**src/rtl/bkup_seq.sv**
```systemverilog
module bkup_seq #(
  parameter int W     = 12,
  parameter int VALID = 300,
  parameter int QLEN  = 16
) (
  input  logic         clk,
  input  logic         rst_n,
  input  logic         we,
  input  logic         wd_arm,
  input  logic         wd_rev,
  input  logic         wd_acdis,
  input  logic         mask,
  input  logic         keep_sw,
  input  logic [1:0]   thr_sel,
  input  logic         flag_clr,
  input  logic [W-1:0] vbus,
  input  logic [W-1:0] vlim,
  input  logic         ovp_trip,
  input  logic         sw_found,
  output logic         arm,
  output logic         rev_en,
  output logic         acdrv_off,
  output logic [3:0]   stat,
  output logic         irq,
  output logic         flag
);
  localparam int PW = W + 4;
  localparam int CW = (QLEN > 1) ? $clog2(QLEN) : 1;
  localparam logic [CW-1:0] QLAST = CW'(QLEN - 1);

  typedef enum logic [1:0] {S_IDLE, S_QUAL, S_FWD, S_BKUP} st_t;
  st_t st;
  logic [CW-1:0] cnt;
  logic [3:0] pct;
  logic bus_hi, below, enter, leave;

  assign bus_hi = (32'(vbus) >= VALID);

  always_comb begin
    case (thr_sel)
      2'd0:    pct = 4'd4;
      2'd1:    pct = 4'd6;
      2'd2:    pct = 4'd7;
      default: pct = 4'd8;
    endcase
  end

  assign below = (PW'(vbus) * PW'(10)) < (PW'(vlim) * PW'(pct));
  assign enter = (st == S_FWD) && ((arm && below) || ovp_trip);
  assign leave = (st == S_BKUP) && we && !wd_rev;

  always_comb begin
    case (st)
      S_FWD:   stat = 4'b0001;
      S_BKUP:  stat = 4'b1100;
      default: stat = 4'b0000;
    endcase
  end

  always_ff @(posedge clk or negedge rst_n) begin
    if (!rst_n) begin
      st  <= S_IDLE;
      cnt <= '0;
    end else begin
      case (st)
        S_IDLE: if (bus_hi) begin st <= S_QUAL; cnt <= '0; end
        S_QUAL:
          if (!bus_hi) st <= S_IDLE;
          else if (cnt == QLAST) st <= S_FWD;
          else cnt <= cnt + 1'b1;
        S_FWD:
          if (enter) st <= S_BKUP;
          else if (!bus_hi) st <= S_IDLE;
        default:
          if (leave) begin
            if (keep_sw) st <= S_FWD;
            else begin st <= S_QUAL; cnt <= '0; end
          end
      endcase
    end
  end

  always_ff @(posedge clk or negedge rst_n) begin
    if (!rst_n) begin
      arm       <= 1'b0;
      rev_en    <= 1'b0;
      acdrv_off <= 1'b0;
      irq       <= 1'b0;
      flag      <= 1'b0;
    end else begin
      if (!sw_found || !bus_hi) arm <= 1'b0;
      else if (we)              arm <= wd_arm;

      if (enter)                  rev_en <= 1'b1;
      else if (we && !wd_rev)     rev_en <= 1'b0;
      else if (we && !bus_hi)     rev_en <= 1'b1;

      if (enter)                      acdrv_off <= 1'b1;
      else if (leave)                 acdrv_off <= 1'b0;
      else if (we && st != S_BKUP)    acdrv_off <= wd_acdis;

      irq <= enter && !mask;

      if (enter && !mask) flag <= 1'b1;
      else if (flag_clr)  flag <= 1'b0;
    end
  end

  a_r1_arm_low_bus: assert property (@(posedge clk) disable iff (!rst_n)
    !bus_hi |=> !arm);
  a_r2_rev_set_guard: assert property (@(posedge clk) disable iff (!rst_n)
    $rose(rev_en) |-> ($past(st) == S_FWD) || !$past(bus_hi));
  a_r4_entry_outputs: assert property (@(posedge clk) disable iff (!rst_n)
    irq |-> (stat == 4'b1100) && rev_en && acdrv_off);
  a_r5_irq_single: assert property (@(posedge clk) disable iff (!rst_n)
    irq |=> !irq);
  a_r5_irq_flag: assert property (@(posedge clk) disable iff (!rst_n)
    irq |-> flag);
  a_r7_no_switch: assert property (@(posedge clk) disable iff (!rst_n)
    !sw_found |=> !arm);
  a_r8_fast_exit: assert property (@(posedge clk) disable iff (!rst_n)
    (leave && keep_sw) |=> (stat == 4'b0001) && !acdrv_off);
endmodule

```
**config.mk**
```make
export PLATFORM = sky130hd
export DESIGN_NAME = bkup_seq
export DESIGN_NICKNAME = d
export VERILOG_FILES = /design/src/rtl/bkup_seq.sv
export SDC_FILE = /design/constraint.sdc
export NUM_CORES = 1
export LEC_CHECK = 0
export ABC_AREA = 0
export BUFFER_PORTS_ARGS = -buffer_cell sky130_fd_sc_hd__buf_2
export CAP_MARGIN = 20
export CORE_MARGIN = 2
export CORE_UTILIZATION = 30
export CTS_CLUSTER_SIZE = 24
export DETAILED_ROUTE_END_ITERATION = 10
export PLACE_DENSITY = 0.52
export REMOVE_ABC_BUFFERS = 1
export SLEW_MARGIN = 20
export SYNTH_ARGS = -nofsm -noshare
export SYNTH_HDL_FRONTEND = slang
export SYNTH_SLANG_ARGS = --single-unit
```
**constraint.sdc**
```tcl
create_clock -name clk -period 1.7 [get_ports clk]
set_input_delay 0.085 -clock clk [delete_from_list [all_inputs] [get_ports clk]]
set_output_delay 0.085 -clock clk [all_outputs]
set_load 0.01 [all_outputs]
```
[After elaboration in Yosys (flattened, before gate mapping)]
Index checks and enable logic that the tools add are counted.
Storage, ports and cells
  register bits after elaboration: 11
  word-level logic and storage cells: 76
  output and inout bits: 9
Cells by class
  multiply operators: 2
  $lt $le $gt $ge: 2
  bitwise logic cells: 1
  equal/unequal tests: 13
  muxes and demuxes: 26
  reduce and logical (&&, ||, !) cells: 24
  add/sub/neg operators: 1
Operators by type and width (number)
  $pmux W4 S3: 2
  $mux W4: 5
  $lt A16 B16 Y1: 1
  $mul A12 B4 Y16: 1
  $mul A12 B3 Y15 const B: 1
  $mux W2: 7
  $ge A12 B9 Y1 const B: 1
  $mux W1: 10
  $reduce_bool A3 Y1: 3
  $logic_and A1 B1 Y1: 8
  $ne A2 B2 Y1 const B: 4
  $pmux W4 S2: 1
  $eq A2 B2 Y1 const B: 3
  $ne A3 B3 Y1 const B: 2
  $pmux W2 S3: 1
  $reduce_and A6 Y1: 1
  $add A4 B1 Y4 const B: 1
  $eq A2 B1 Y1 const B: 2
  $eq A4 B4 Y1 const B: 1
  $logic_not A1 Y1: 4
  $logic_not A2 Y1: 2
  $reduce_and A4 Y1: 1
  $reduce_bool A2 Y1: 2
  $reduce_bool A4 Y1: 1
  3 further kinds: 4

[Depth between registers and ports, before layout]
Gate-level depths: netlist (run 1).
  word-level depth: 9
  mapped depth: 22

[Least setup slack after synthesis (run 1)]
OpenSTA, ideal clock, no wires.
  path type: input to register
  start point: input thr_sel[0]
  end point: register acdrv_off
  setup slack: -3.109 ns
  path buffers: 1
  arrival: 4.662 ns
  cell stages on the path: 20
  data required time: 1.553 ns
  cells stage by stage: ha_1 > buf_1 > mux2_2 > ha_1 > inv_1 > fa_1 > inv_1 > ha_1 > nor2b_1 > o31a_1 > o311ai_1 > a21boi_1 > a311o_1 > xnor2_1 > ha_1 > nand4_1 > nor4_1 > a221oi_1 > o21ai_0 > o211ai_1
Between the ends
  cells in the longest elaborated chain, start to end: 8
Ends and longest elaborated chain
  from (decl): RTL line 14  | input logic [1:0] thr_sel,
  $eq A2 B2 Y1 (tied with other cells): RTL line 40  | case (thr_sel)
  $pmux W4 S3 *: RTL line 40
  $mul A12 B4 Y16 *: RTL line 48  | assign below = (PW'(vbus) * PW'(10)) < (PW'(vlim) * PW'(pct));
  $lt A16 B16 Y1 *: RTL line 48
  $logic_and A1 B1 Y1 *: RTL line 49  | assign enter = (st == S_FWD) && ((arm && below) || ovp_trip);
  $logic_or A1 B1 Y1 *: RTL line 49
  $logic_and A1 B1 Y1 *: RTL line 49
  $reduce_bool A3 Y1 (no source line) or $mux W1 (tied branches)
  to (signal assigned): RTL line 100  | else if (we && st != S_BKUP) acdrv_off <= wd_acdis;
  to (decl): RTL line 22  | output logic acdrv_off,
Mark *: on every way between the ends. The rest lies on a longest branch, timed or not.
A chain may end at the register's enable or synchronous reset.

[Final worst setup path (run 1)]
  start point: input thr_sel[1]
  end point: register st[0]
Between the ends
  cells in the longest elaborated chain, start to end: 9
Ends and longest elaborated chain
  $eq A2 B2 Y1 (tied with other cells): RTL line 40
  $pmux W4 S3 *: RTL line 40
  $mul A12 B4 Y16 *: RTL line 48
  $lt A16 B16 Y1 *: RTL line 48
  $logic_and A1 B1 Y1 *: RTL line 49
  $logic_or A1 B1 Y1 *: RTL line 49
  $logic_and A1 B1 Y1 *: RTL line 49
  $ne A3 B3 Y1 (no source line) or $mux W2 (tied branches)
  $reduce_and A4 Y1 (no source line) or $pmux W2 S3 (tied branches)
  to (signal assigned): RTL line 62  | st <= S_IDLE;
  to (signal assigned): RTL line 66  | S_IDLE: if (bus_hi) begin st <= S_QUAL; cnt <= '0; end
  to (signal assigned): RTL line 68  | if (!bus_hi) st <= S_IDLE;
  to (decl): RTL line 32  | st_t st;
Marks and branches as above.

==> results.json, run 1 <==
{
  "worst_path_max_delay_cell": "fa_2",
  "fill_cells": 940,
  "die_x_um": 103,
  "fin_area_sq_um": 4300,
  "reg2reg_from": "cnt[0]",
  "violations": "negative setup slack",
  "grt_use_total_pct": 14.2,
  "hold_end": "irq",
  "grt_max_degree": 12,
  "cpPeakStageDelay_ns": 0.57,
  "drv_cap": 0,
  "grt_pass1_vias": 2979,
  "power.share.switching_pct": 44.4,
  "crit_path_end_kind": "flip-flop",
  "multi_input_area_sq_um": 2780,
  "synth_seq_cells": 11,
  "clockBufferDepth": 2,
  "p_leak_nw": 2.11,
  "wl_um": 7260,
  "fin_worst_skew_ns": 0.00262,
  "max_freq_mhz": 243,
  "whs_path_depth": 2,
  "pwr-share-clk_pct": 8.7,
  "p_comb_share_pct": 76.5,
  "yosysUniqueCellTypes": 48,
  "cts_tree": "built",
  "antenna_found_initial": 0,
  "htree_num_levels": 1,
  "numCtsBuffers": 3,
  "fin_crit_sh_pct": 242,
  "mostFrequentLayoutCell": "buf_4",
  "ys_async_sr_fraction_pct": 100,
  "final_util_pct": 44.8,
  "place_congestion": 0.791,
  "hpwl_um": 5860,
  "ys_warn_count": 0,
  "clkSlewWorstSetupHoldPaths_ns": 0.05,
  "num_vias": 2880,
  "drc_errors": 0,
  "syn_area_per_cell_sq_um": 8.19,
  "register_area_sq_um": 275,
  "path_class": "input pin to flip-flop",
  "reg2regPathDepth": 6,
  "power.internal_mw": 1.70,
  "final_cell_mix": "78 x buf_4, 53 x ha_1, 42 x buf_2",
  "yosysSeqAreaShare_pct": 9.42,
  "synth_ff_type": "dfrtp_1",
  "area_growth_pct": 47.0,
  "start_util_pct": 30.5,
  "rsz0062_at_grt": "yes",
  "routedWlPerCell_um": 11.8,
  "synth_edf_count": 0,
  "antenna_left": 0,
  "setup_viol": 6,
  "p_switching_mw": 1.36,
  "placed_area_sq_um": 3860,
  "timing.final.hold_violations": 0,
  "r2r-end": "cnt[0]",
  "path_cells": "buf_6 -> ha_4 -> mux2_4 -> ha_4 -> fa_2 -> inv_1 -> fa_2 -> nor2b_4 -> o31a_1 -> o311ai_2 -> a21boi_1 -> buf_4 -> nor4_2 -> a311oi_2 -> ha_1 -> nand4_1 -> o211ai_1 -> a221oi_2 -> buf_4 -> nor4_1 -> a221oi_1",
  "dieHeight_um": 103,
  "die-area_sq_um": 10500,
  "cts_root_buf": "clkbuf_8",
  "synth_area_sq_um": 2920,
  "rrSetupSlack_ns": 0.20,
  "clk-insertion-delay-late_ns": 0.24,
  "fin_nets": 598,
  "place_ws_ns": -3.17,
  "path_max_fanout": 5,
  "cts_sinks": 11,
  "fin_ws_ns": -2.41,
  "arrival_ns": 4.24,
  "fin_crit_ns": 4.11,
  "power_density_nw_per_um2": 711,
  "dr.pass1.iters": 4,
  "seq_power_share_pct": 14.9,
  "rows": 36,
  "drtIter0Drc": 51,
  "hp-class": "input pin to flip-flop",
  "peakVddDrop_uv": 353,
  "grt_pass1_wl_um": 12600,
  "grt_overflow_total": 0,
  "port_buffers": 44,
  "required_ns": 1.83,
  "layout-drive-gt1-share_pct": 39.1,
  "cp-start-kind": "input pin",
  "n_antenna_cell": 0,
  "viasPerCell": 4.69,
  "final-max-slew-violation-count": 0,
  "io_pins": 46,
  "core_area_sq_um": 9590,
  "status": "complete, but fails checks",
  "worstHoldStart": "mask",
  "synthesis.instances": 357
}
worst max-delay path: cells and delay by family:
| kind | cells | cell delay [ns] |
|---|---|---|
| compound gates | 7 | 1.32 |
| fa+ha+maj | 5 | 1.70 |
| mux | 1 | 0.31 |
| simple gates | 4 | 0.36 |
| buf+inv | 4 | 0.48 |
layout make-up:
cell class | count | share of cell area [%]
timing repair buffer | 128 | 20.6
sequential | 11 | 6.41
tap | 133 | 3.87
clock buffer | 4 | 1.05
inverter | 39 | 3.47
multi-input combinational | 299 | 64.6
how the worst max path moves through the flow:
stage	startpoint	end	slack [ns]	depth (start not counted)
2_1_floorplan	thr_sel[0]	acdrv_off	-2.98	19
3_3_place_gp	thr_sel[0]	st[1]	-3.08	22
3_5_place_dp	thr_sel[0]	st[1]	-3.17	22
4_1_cts	thr_sel[1]	st[0]	-2.42	23
5_1_grt	thr_sel[1]	rev_en	-2.61	22
6_report	thr_sel[1]	st[0]	-2.41	21
flip-flops by register name, indices dropped and copies added (netlist names):
signal / flops
arm: 1
acdrv_off: 1
flag: 1
cnt: 4
rev_en: 1
irq: 1
st: 2
synthesized netlist by cell type, drive strengths merged, types with 2 or more instances:
library cell  count  area share (%)
nor4              4            0.86
buf               4            0.81
nor3              5            0.86
mux2             11             4.2
mux2i             2            0.68
xor2              6             1.8
a21oi            21             3.6
o41ai             2            0.60
nand3             6             1.0
a31o              3            0.90
clkbuf            4            0.51
a211o             2            0.60
dfrtp            11             9.4
o211ai            2            0.51
o21a              7             1.8
a21o              4             1.0
a221oi            3            0.90
nand4             3            0.64
nor2b            26             5.6
xnor2            11             3.3
nand2b            5             1.1
nand2            26             3.3
a21boi            2            0.51
fa               11             7.5
and3              2            0.43
and2              6             1.3
inv              39             5.0
nor2             20             2.6
a31oi            10             2.1
o21ai            17             2.9
ha               68              29
o22ai             2            0.43
layer usage:
| metal | track usage, % | part of all wire (%) | up-vias | routed length (um) |
|---|---|---|---|---|
| li1 | - | - | 1513 | - |
| met1 | 18.9 | 48 | 1334 | 3510 |
| met2 | 25.7 | 49 | 33 | 3580 |
| met3 | 1.63 | 2.5 | 0 | 179 |
| met4 | 0.923 | 0 | 0 | 0 |
| met5 | 0 | 0 | - | 0 |
power groups by stage:
stage                     registers, mW  clock network [mW]  logic, mW
after floorplan                   0.436                   0       1.33
after global placement            0.452                   0       2.03
after detailed placement          0.456                   0       2.08
after CTS                         0.452               0.272       2.28
after global routing              0.472               0.290       2.68
final                             0.454               0.266       2.34
per-stage QoR:
stage / hold slack [ns] / setup TNS [ns] / std cells / power (mW)
after floorplan: -0.211 / -17.46 / 349 / 1.77
after global placement: -0.0273 / -18.99 / 604 / 2.48
after detailed placement: -0.0178 / -19.50 / 604 / 2.53
after CTS: 0.00946 / -14.30 / 614 / 3.01
after global routing: 0.0143 / -15.53 / 614 / 3.44
final: 0.0114 / -14.15 / 614 / 3.06
timing repair:
| item | in CTS | in global routing |
|---|---|---|
| setup endpoints to repair | 6 | 7 |
| setup buffers | 5 | 0 |
| pin swaps | 30 | 17 |
| endpoints found under the hold margin | 11 | 0 |
| gates resized for setup | 51 | 13 |
| hold buffers | 1 | 0 |
kinds of logic after synthesis:
| family | Yosys count | synth area share [%] |
|---|---|---|
| AO/OA/AOI/OAI | 82 | 18.7 |
| adder cells (fa/ha/maj) | 79 | 36.6 |
| XOR/XNOR | 17 | 5.09 |
| multiplexers | 13 | 4.92 |
| buffers and inverters | 47 | 6.34 |
| flip-flops | 11 | 9.42 |
| AND/OR/NAND/NOR | 107 | 18.8 |
| other | 1 | 0.128 |
(Power assumes the default switching activity.)
==> run 2: changes to the inputs <==
- clock period: 1.7 -> 5.2 ns (I/O delays scaled with it)
==> run 2 against run 1 <==
The flow now finishes without violations. Worst setup slack better by 2.9 ns. Clock power fell by 68%. Register-to-register slack better by 3.5 ns. Sequential cell count unchanged.
==> results.json, run 2 (same netlist as run 1, synthesis figures left out) <==
{
  "status": "finished clean",
  "grt_pass1_vias": 2543,
  "p_leak_nw": 1.68,
  "num_vias": 2566,
  "fin_area_sq_um": 3370,
  "cts_sinks": 11,
  "place_ws_ns": -0.0431,
  "rsz0062_at_grt": "no",
  "drv_cap": 0,
  "grt_pass1_wl_um": 11000,
  "drc_errors": 0,
  "dieHeight_um": 103,
  "use_met3_pct": 1.63,
  "clockBufferDepth": 2,
  "rrSetupSlack_ns": 3.73,
  "power_density_nw_per_um2": 241,
  "cp-start-kind": "input pin",
  "clkSlewWorstSetupHoldPaths_ns": 0.05,
  "layout-drive-gt1-share_pct": 17.0,
  "multi_input_area_sq_um": 2480,
  "antenna_left": 0,
  "max_freq_mhz": 210,
  "top_usage_layer": "met2",
  "grt_overflow_total": 0,
  "crit_path_end_kind": "flip-flop",
  "register_area_sq_um": 275,
  "fin_nets": 518,
  "whs_path_depth": 2,
  "cts_tree": "built",
  "hp-class": "input pin to flip-flop",
  "htree_num_levels": 1,
  "fin_worst_skew_ns": 0.00574,
  "port_buffers": 44,
  "n_antenna_cell": 0,
  "fin_ws_ns": 0.448,
  "power_uw": 810,
  "grt_use_total_pct": 12.4,
  "arrival_ns": 4.86,
  "start_util_pct": 30.5,
  "mostFrequentLayoutCell": "ha_1",
  "final_util_pct": 35.1,
  "largest_register": "cnt",
  "tightest_slew_ns": 0.645,
  "grt_util_met2_pct": 22.1,
  "fin_crit_ns": 4.75,
  "hold_slack_ns": 0.194,
  "cts_root_buf": "clkbuf_8",
  "wl_um": 6200,
  "numCtsBuffers": 3,
  "core_area_sq_um": 9590,
  "worstHoldStart": "mask",
  "peakVddDrop_uv": 84.1,
  "required_ns": 5.31,
  "hpwl_um": 5380,
  "placed_area_sq_um": 3290,
  "viasPerCell": 4.81,
  "grt_max_degree": 13,
  "io_pins": 46,
  "reg2reg_from": "cnt[0]",
  "reg2regPathDepth": 6,
  "timing.final.hold_violations": 0,
  "path_class": "input pin to flip-flop",
  "die_x_um": 103,
  "area_growth_pct": 15.2,
  "routedWlPerCell_um": 11.6,
  "die-area_sq_um": 10500,
  "path_max_fanout": 9,
  "rows": 36,
  "final_cell_mix": "68 x ha_1, 44 x buf_2, 39 x inv_1",
  "antenna_found_initial": 0,
  "relSlewSlack_pct": 57.0,
  "reg_top3": "cnt: 4 flops, st: 2 flops",
  "clk-insertion-delay-late_ns": 0.24,
  "grt_util_met1_pct": 16.4,
  "largest_reg_flops": 4,
  "r2r-end": "cnt[0]",
  "fill_cells": 1033,
  "place_congestion": 0.760,
  "final-max-slew-violation-count": 0,
  "dr.pass1.iters": 4,
  "fin_crit_sh_pct": 91.4,
  "setup_viol": 0,
  "hold_end": "irq",
  "drtIter0Drc": 42
}
-- run 2: worst max path at each step --
stage	depth (start not counted)	from	endpoint
floorplan	19	thr_sel[0]	acdrv_off
global placement	21	thr_sel[0]	rev_en
detailed placement	21	thr_sel[0]	rev_en
CTS	21	thr_sel[0]	rev_en
global route	21	thr_sel[1]	st[1]
finish	21	thr_sel[0]	rev_en
-- run 2: timing repair --
| action | in CTS | in global routing |
|---|---|---|
| setup endpoints to repair | 0 | 5 |
| gates resized for setup | 0 | 4 |
| buffers inserted | 0 | 0 |
| endpoints found under the hold margin | 11 | 0 |
| hold buffers | 1 | 0 |
-- run 2: routing by layer --
metal,vias up,routed length (um),share of wire (%)
met5,-,0,0
met4,0,50,0.81
met3,6,232,3.7
met2,43,2820,46
met1,1165,3090,50
li1,1352,-,-
-- run 2: critical path, cell delays in order --
cell and delay, ns:
buf_2 0.10, ha_1 0.26, buf_4 0.22, mux2_2 0.35, ha_1 0.27, inv_1 0.05, fa_1 0.52, inv_1 0.04
ha_1 0.32, o21a_1 0.12, o31a_1 0.13, o311ai_2 0.26, a21boi_1 0.15, a311o_1 0.38, xnor2_1 0.14, ha_1 0.30
nand4_1 0.15, nor4_1 0.38, a221oi_2 0.13, o21ai_2 0.21, o21ai_0 0.12
-- run 2: where the power goes --
group | leakage, nW | switching, mW | total [mW] | internal, mW
clock network | 0.0228 | 0.0320 | 0.0858 | 0.0538
logic | 1.52 | 0.313 | 0.576 | 0.263
registers | 0.138 | 0.0348 | 0.148 | 0.113
-- run 2: final cells by class --
type	count	share of cell area, %
tap	133	4.94
sequential	11	8.18
clock buffer	4	1.34
multi-input combinational	299	73.7
timing repair buffer	48	7.51
inverter	39	4.35
-- run 2: metrics by stage --
stage,std cells,TNS [ns]
global placement,529,0
detailed placement,529,-0.115
floorplan,349,0
CTS,534,0
finish,534,0
global route,534,0
